--- src/rtl/uart_framer_pkg.sv ---
package uart_framer_pkg;

  // Framing control word, bit 6 down to bit 0.
  typedef struct packed {
    logic       brk;       // [6] force line low
    logic [1:0] par_mode;  // [5:4]
    logic       par_en;    // [3]
    logic       stop_sel;  // [2]
    logic [1:0] len;       // [1:0] data length minus 5
  } line_cfg_t;

  typedef enum logic [2:0] {
    FR_IDLE, FR_START, FR_DATA, FR_PAR, FR_STOP, FR_HOLD
  } fr_state_t;

  localparam logic [1:0] PAR_ODD   = 2'd0;
  localparam logic [1:0] PAR_EVEN  = 2'd1;
  localparam logic [1:0] PAR_MARK  = 2'd2;
  localparam logic [1:0] PAR_SPACE = 2'd3;

  // Clear the bits above the selected character length.
  function automatic logic [7:0] keep_bits(input logic [7:0] d, input logic [1:0] len);
    logic [7:0] m;
    m = 8'hFF >> (4'd3 - {2'b00, len});
    return d & m;
  endfunction

  // Parity bit for an already masked character.
  function automatic logic parity_of(input logic [1:0] mode, input logic [7:0] d);
    logic p;
    case (mode)
      PAR_ODD:  p = ~^d;
      PAR_EVEN: p = ^d;
      PAR_MARK: p = 1'b1;
      default:  p = 1'b0;
    endcase
    return p;
  endfunction

endpackage

--- src/rtl/uart_baud_gen.sv ---
module uart_baud_gen #(
  parameter int DIV_W = 16
) (
  input  logic             clk,
  input  logic             rst,
  input  logic [DIV_W-1:0] div,
  output logic             tick
);
  logic [DIV_W-1:0] cnt;
  logic             wrap;

  // A divisor of 0 or 1 ticks every cycle.
  assign wrap = (div <= DIV_W'(1)) || (cnt >= div - DIV_W'(1));

  always_ff @(posedge clk) begin
    if (rst) begin
      cnt  <= '0;
      tick <= 1'b0;
    end else begin
      tick <= wrap;
      cnt  <= wrap ? '0 : cnt + DIV_W'(1);
    end
  end
endmodule

--- src/rtl/uart_tx_frame.sv ---
module uart_tx_frame
  import uart_framer_pkg::*;
#(
  parameter int OSR = 16
) (
  input  logic      clk,
  input  logic      rst,
  input  logic      tick,
  input  line_cfg_t cfg,
  input  logic [7:0] wr_data,
  input  logic      wr_en,
  output logic      txd,
  output logic      hold_empty,
  output logic      line_idle
);
  localparam int CW = $clog2(2 * OSR);
  localparam logic [CW-1:0] T_BIT    = CW'(OSR - 1);
  localparam logic [CW-1:0] T_STOP15 = CW'(OSR + OSR / 2 - 1);
  localparam logic [CW-1:0] T_STOP2  = CW'(2 * OSR - 1);

  fr_state_t  st;
  logic [7:0] hold, shreg;
  logic       hold_full;
  logic [2:0] bitn, last_bit;
  logic [CW-1:0] tcnt, stop_end;
  logic       par_en_q, par_q;
  logic       line_bit;
  logic       bit_done;

  assign bit_done   = tick && (tcnt == T_BIT);
  assign hold_empty = ~hold_full;
  assign line_idle  = ~hold_full && (st == FR_IDLE);

  always_comb begin
    case (st)
      FR_START: line_bit = 1'b0;
      FR_DATA:  line_bit = shreg[0];
      FR_PAR:   line_bit = par_q;
      default:  line_bit = 1'b1;
    endcase
  end

  always_ff @(posedge clk) begin
    if (rst) begin
      st        <= FR_IDLE;
      hold      <= '0;
      hold_full <= 1'b0;
      shreg     <= '0;
      bitn      <= '0;
      last_bit  <= '0;
      tcnt      <= '0;
      stop_end  <= T_BIT;
      par_en_q  <= 1'b0;
      par_q     <= 1'b0;
      txd       <= 1'b1;
    end else begin
      txd <= line_bit & ~cfg.brk;
      if (wr_en && !hold_full) begin
        hold      <= wr_data;
        hold_full <= 1'b1;
      end
      if (tick) tcnt <= tcnt + CW'(1);
      case (st)
        FR_IDLE: begin
          if (hold_full) begin
            shreg     <= keep_bits(hold, cfg.len);
            last_bit  <= 3'(3'd4 + {1'b0, cfg.len});
            par_en_q  <= cfg.par_en;
            par_q     <= parity_of(cfg.par_mode, keep_bits(hold, cfg.len));
            stop_end  <= !cfg.stop_sel ? T_BIT :
                         (cfg.len == 2'd0) ? T_STOP15 : T_STOP2;
            hold_full <= 1'b0;
            tcnt      <= '0;
            st        <= FR_START;
          end
        end
        FR_START: begin
          if (bit_done) begin
            tcnt <= '0;
            bitn <= '0;
            st   <= FR_DATA;
          end
        end
        FR_DATA: begin
          if (bit_done) begin
            tcnt  <= '0;
            shreg <= shreg >> 1;
            if (bitn == last_bit) st <= par_en_q ? FR_PAR : FR_STOP;
            else                  bitn <= bitn + 3'd1;
          end
        end
        FR_PAR: begin
          if (bit_done) begin
            tcnt <= '0;
            st   <= FR_STOP;
          end
        end
        FR_STOP: begin
          if (tick && tcnt == stop_end) begin
            tcnt <= '0;
            st   <= FR_IDLE;
          end
        end
        default: st <= FR_IDLE;
      endcase
    end
  end
endmodule

--- src/rtl/uart_rx_frame.sv ---
module uart_rx_frame
  import uart_framer_pkg::*;
#(
  parameter int OSR = 16
) (
  input  logic       clk,
  input  logic       rst,
  input  logic       tick,
  input  logic [1:0] len,
  input  logic       par_en,
  input  logic [1:0] par_mode,
  input  logic       rxd,
  output logic [7:0] rdata,
  output logic       rvalid,
  output logic       perr,
  output logic       ferr,
  output logic       brk
);
  localparam int CW = $clog2(OSR);
  localparam logic [CW-1:0] T_BIT = CW'(OSR - 1);
  localparam logic [CW-1:0] T_MID = CW'(OSR / 2 - 1);

  logic [1:0] sync;
  fr_state_t  st;
  logic [CW-1:0] tcnt;
  logic [2:0] bitn, last_bit;
  logic [7:0] shreg, data_now;
  logic       all_zero, par_rx, par_en_q;
  logic [1:0] mode_q;
  logic       bit_in, sample;

  assign bit_in   = sync[1];
  assign sample   = tick && (tcnt == T_BIT);
  assign data_now = shreg >> (3'd7 - last_bit);

  always_ff @(posedge clk) begin
    if (rst) begin
      sync     <= 2'b11;
      st       <= FR_IDLE;
      tcnt     <= '0;
      bitn     <= '0;
      last_bit <= 3'd7;
      shreg    <= '0;
      all_zero <= 1'b0;
      par_rx   <= 1'b0;
      par_en_q <= 1'b0;
      mode_q   <= '0;
      rdata    <= '0;
      rvalid   <= 1'b0;
      perr     <= 1'b0;
      ferr     <= 1'b0;
      brk      <= 1'b0;
    end else begin
      sync   <= {sync[0], rxd};
      rvalid <= 1'b0;
      perr   <= 1'b0;
      ferr   <= 1'b0;
      brk    <= 1'b0;
      if (tick) tcnt <= tcnt + CW'(1);
      case (st)
        FR_IDLE: begin
          if (tick && !bit_in) begin
            tcnt     <= '0;
            last_bit <= 3'(3'd4 + {1'b0, len});
            par_en_q <= par_en;
            mode_q   <= par_mode;
            st       <= FR_START;
          end
        end
        FR_START: begin
          if (tick && tcnt == T_MID) begin
            if (bit_in) st <= FR_IDLE;
            else begin
              tcnt     <= '0;
              bitn     <= '0;
              all_zero <= 1'b1;
              st       <= FR_DATA;
            end
          end
        end
        FR_DATA: begin
          if (sample) begin
            tcnt  <= '0;
            shreg <= {bit_in, shreg[7:1]};
            if (bit_in) all_zero <= 1'b0;
            if (bitn == last_bit) st <= par_en_q ? FR_PAR : FR_STOP;
            else                  bitn <= bitn + 3'd1;
          end
        end
        FR_PAR: begin
          if (sample) begin
            tcnt   <= '0;
            par_rx <= bit_in;
            if (bit_in) all_zero <= 1'b0;
            st     <= FR_STOP;
          end
        end
        FR_STOP: begin
          if (sample) begin
            tcnt <= '0;
            if (all_zero && !bit_in) begin
              brk <= 1'b1;
              st  <= FR_HOLD;
            end else begin
              rvalid <= 1'b1;
              rdata  <= data_now;
              perr   <= par_en_q && (par_rx != parity_of(mode_q, data_now));
              ferr   <= !bit_in;
              st     <= FR_IDLE;
            end
          end
        end
        FR_HOLD: begin
          if (bit_in) st <= FR_IDLE;
        end
        default: st <= FR_IDLE;
      endcase
    end
  end
endmodule

--- src/rtl/uart_framer.sv ---
module uart_framer
  import uart_framer_pkg::*;
#(
  parameter int HALF_W = 8,
  parameter int OSR    = 16
) (
  input  logic              clk,
  input  logic              rst,
  input  logic [6:0]        line_ctl,
  input  logic [HALF_W-1:0] div_lo,
  input  logic [HALF_W-1:0] div_hi,
  input  logic [7:0]        tx_data,
  input  logic              tx_write,
  output logic              tx_hold_empty,
  output logic              tx_line_idle,
  output logic              txd,
  input  logic              rxd,
  output logic [7:0]        rx_data,
  output logic              rx_valid,
  output logic              rx_parity_err,
  output logic              rx_frame_err,
  output logic              rx_break
);
  localparam int DIV_W = 2 * HALF_W;

  line_cfg_t        cfg;
  logic [DIV_W-1:0] div_full;
  logic             tick;

  assign cfg      = line_cfg_t'(line_ctl);
  assign div_full = {div_hi, div_lo};

  uart_baud_gen #(.DIV_W(DIV_W)) u_baud (
    .clk(clk), .rst(rst), .div(div_full), .tick(tick)
  );

  uart_tx_frame #(.OSR(OSR)) u_tx (
    .clk(clk), .rst(rst), .tick(tick), .cfg(cfg),
    .wr_data(tx_data), .wr_en(tx_write),
    .txd(txd), .hold_empty(tx_hold_empty), .line_idle(tx_line_idle)
  );

  uart_rx_frame #(.OSR(OSR)) u_rx (
    .clk(clk), .rst(rst), .tick(tick),
    .len(cfg.len), .par_en(cfg.par_en), .par_mode(cfg.par_mode),
    .rxd(rxd), .rdata(rx_data), .rvalid(rx_valid),
    .perr(rx_parity_err), .ferr(rx_frame_err), .brk(rx_break)
  );
endmodule

--- config.mk ---
export PLATFORM = sky130hd
export DESIGN_NAME = uart_framer
export DESIGN_NICKNAME = d
export VERILOG_FILES = /design/src/rtl/uart_framer_pkg.sv /design/src/rtl/uart_baud_gen.sv /design/src/rtl/uart_tx_frame.sv /design/src/rtl/uart_rx_frame.sv /design/src/rtl/uart_framer.sv
export SDC_FILE = /design/constraint.sdc
export NUM_CORES = 1
export LEC_CHECK = 0
export BUFFER_PORTS_ARGS = -buffer_cell sky130_fd_sc_hd__buf_2
export CORE_UTILIZATION = 47
export CTS_CLUSTER_SIZE = 10
export DETAILED_ROUTE_END_ITERATION = 6
export GPL_TIMING_DRIVEN = 0
export MAX_ROUTING_LAYER = met4
export PLACE_DENSITY = 0.66
export SLEW_MARGIN = 20
export SYNTH_ARGS = -nofsm -noshare
export SYNTH_HDL_FRONTEND = slang
export SYNTH_SLANG_ARGS = --single-unit
--- constraint.sdc ---
create_clock -name clk -period 3.1 [get_ports clk]
set_input_delay 0.155 -clock clk [delete_from_list [all_inputs] [get_ports clk]]
set_output_delay 0.155 -clock clk [all_outputs]
set_load 0.03 [all_outputs]
==> impl_metrics.toml <==
[timing]
rsz0062_at_grt = "no"
tightest_slew_ns = 0.675
clock_skew_ns = 0.0107
setup_viol = 0
min_period_ns = 2.82
slew_violations = 0
slew-limit-headroom_pct = 55.0
fmax_ghz = 0.355
hold_viol_final = 0
final.setup.tns_ns = 0
finalCritPeriodShare_pct = 90.8

[global_route]
antenna_found_initial = 0
grt_pass1_vias = 3799
grt_max_degree = 18
grt_overflow = 0
grt_usage_pct = 21.7
grt_pass1_wl_mm = 17.5

[power_and_ir_drop]
ir_drop_v = 0.000207
leakagePower_nw = 2.15
pwr_density_cell_nw_per_um2 = 482

[floorplanning]
dieArea_um2 = 10700
placementRows = 36
coreArea_um2 = 9860
initial_core_util_pct = 48.8
dieHeight_um = 103
io_pins = 50
die_x_um = 103

[place]
portBuffers = 48
placedCellCount = 765
gp_congestion = 0.840
hpwl_mm = 7.68

[yosys]
ys_seq_area_share_pct = 38.3
yosys_most_used_dff = "dfxtp_1"
yosys.cell_types.count = 49
synth_fp_nets = 643
ys_warn_count = 0
netlist_area_um2 = 4810
async_flop_share_pct = 0
yosysTopAreaCell = "dfxtp_1"
synthTopCellsByArea = "dfxtp_1 (38%), nor2_1 (6.5%), ha_1 (6.2%), xnor2_1 (5.8%), nand2_1 (5.8%)"
avgSynthCellArea_um2 = 8.24
synth_edf_count = 0
ys_ff_latch = 92
synth_top_area_share_pct = 38.3
syn_inst = 584

[clock_tree]
worstSkewPairLatency_ns = 0.37
cts_buffers = 9
clock-root-buffer = "clkbuf_8"
cts_tree = "built"
htreeDepth = 3
clkSinkCount = 92
clockBufferDepth = 2
path_clk_slew_ns = 0.10

[worst_setup_path]
crit_required_ns = 3.40
cp-start-kind = "primary input"
cp-end-kind = "flop"
cp_data_arrival_time_ns = 3.12
path_class = "in2reg"
critPathMaxFanout = 10

[final_layout]
syn_to_final_growth_pct = 13.9
insertedDiodeCount = 0
fin_nets = 705
fin_cells = 784
post-route-util_pct = 55.6
drive_gt1_share_pct = 12.4

[routing]
vias = 4164
drt_wl_total_mm = 10.2
detail_route.first_pass.iterations = 5
wl_per_cell_um = 13.1
remaining_drc_errors = 0
dr.first_iter.drc_count = 136
vias_per_cell = 5.31
ant_nets = 0

[worst_hold_path]
holdCritPathClass = "in2reg"

[status]
status = "finished, final reports clean"

[job]
maxCapViolations = 0
==> per-stage QoR <==
stage	power (mW)	cell area, um2	setup WS (ns)	hold WS [ns]
after CTS	2.66	5460	0.00863	0.000398
after global routing	2.78	5480	0.0436	0.00607
final	2.64	5480	0.285	0.0137
after floorplan	1.67	4810	0.307	0.259
after detailed placement	1.81	5220	-0.370	0.355
after global placement	1.79	5220	-0.239	0.350
==> final cells by class <==
type	instances	area [um2]
well taps	133	166
multi-input cells	445	2820
inverters	17	63.8
flip-flops and latches	92	1840
clock buffers	9	124
fillers	941	4380
plain buffers	30	118
repair buffers	51	270
clock inverters	7	81.3
==> per-layer routing <==
metal	share of wire, %	global-route usage [%]	up-vias
li1	-	-	2144
met1	49	27.7	1934
met5	0	-	-
met4	1.6	8.78	0
met3	2.9	2.62	13
met2	47	35.2	73
==> state kept, by name, indices dropped and copies added (netlist names), 3 cells and up <==
name           count
u_tx.bitn          3
u_tx.tcnt          5
u_tx.hold          8
u_tx.shreg         8
u_rx.tcnt          4
u_tx.st            3
u_rx.st            3
u_rx.shreg         8
u_baud.cnt        16
u_rx.rdata         8
u_rx.bitn          3
u_tx.last_bit      3
==> path summary, 6_finish.rpt <==
check | from | endpoint | slack, ns | cells past startpoint
worst min-delay path | tx_data[0] | u_tx.hold[0] | 0.01 | 3
worst max-delay path | div_hi[2] | u_baud.cnt[3] | 0.28 | 13
worst min register to register | u_rx.sync[0] | u_rx.sync[1] | 0.42 | 1
worst max register to register | u_tx.st[1] | u_tx.shreg[4] | 0.73 | 6
==> power by group <==
part | internal, mW | switching [mW]
combinational | 0.191 | 0.302
sequential | 1.25 | 0.0504
clock | 0.387 | 0.467
==> worst max-delay path: stages <==
cell and delay (ns):
buf_2 0.12, or4_1 0.60, nor3_1 0.22, xnor2_1 0.16, ha_1 0.26, a21o_1 0.15, a21oi_1 0.13, nor2b_1 0.06
a311oi_1 0.39, inv_1 0.07, a311o_1 0.43, buf_2 0.24, nor2_1 0.12
==> logic make-up after synthesis <==
family	after synthesis	share of synthesized area (%)
AO/OA/AOI/OAI	102	13.0
XOR/XNOR	54	10.1
adder cells (fa/ha/maj)	24	6.24
buffers and inverters	47	3.77
flip-flops	92	38.3
multiplexers	21	5.46
AND/OR/NAND/NOR	244	23.2
==> cell usage in the layout, fill, tap and decap left out, types with 9 or more instances in the layout <==
master	count
nand3_1	20
dfxtp_1	92
xor2_1	21
nor2_1	83
ha_1	24
nand2_1	74
clkbuf_8	9
inv_1	17
buf_2	52
clkbuf_1	24
a21oi_1	40
o21ai_0	21
xnor2_1	32
nor3_1	12
mux2i_1	15
==> cell usage after synthesis, drive strengths merged, types with 3 or more instances <==
cell type,number
nor3,12
nand3b,3
a211o,3
a311oi,8
nor2,84
nand2b,7
a21o,6
mux4,4
nor2b,6
dfxtp,92
nor4,7
xnor2,32
o21ai,22
nand4,8
a31oi,5
and2,3
and3,7
mux2i,15
xor2,21
o22ai,3
nand2,74
a211oi,4
nand3,20
inv,17
buf,6
ha,24
clkbuf,24
or3,5
a21oi,40
==> what timing repair did <==
action | CTS | global route
setup endpoints to repair | 0 | 12
hold endpoints to repair | 3 | 0
resized for setup | 0 | 4
buffers inserted | 0 | 0
hold buffers | 3 | 0
No activity file was read; power rests on OpenSTA's default activity.
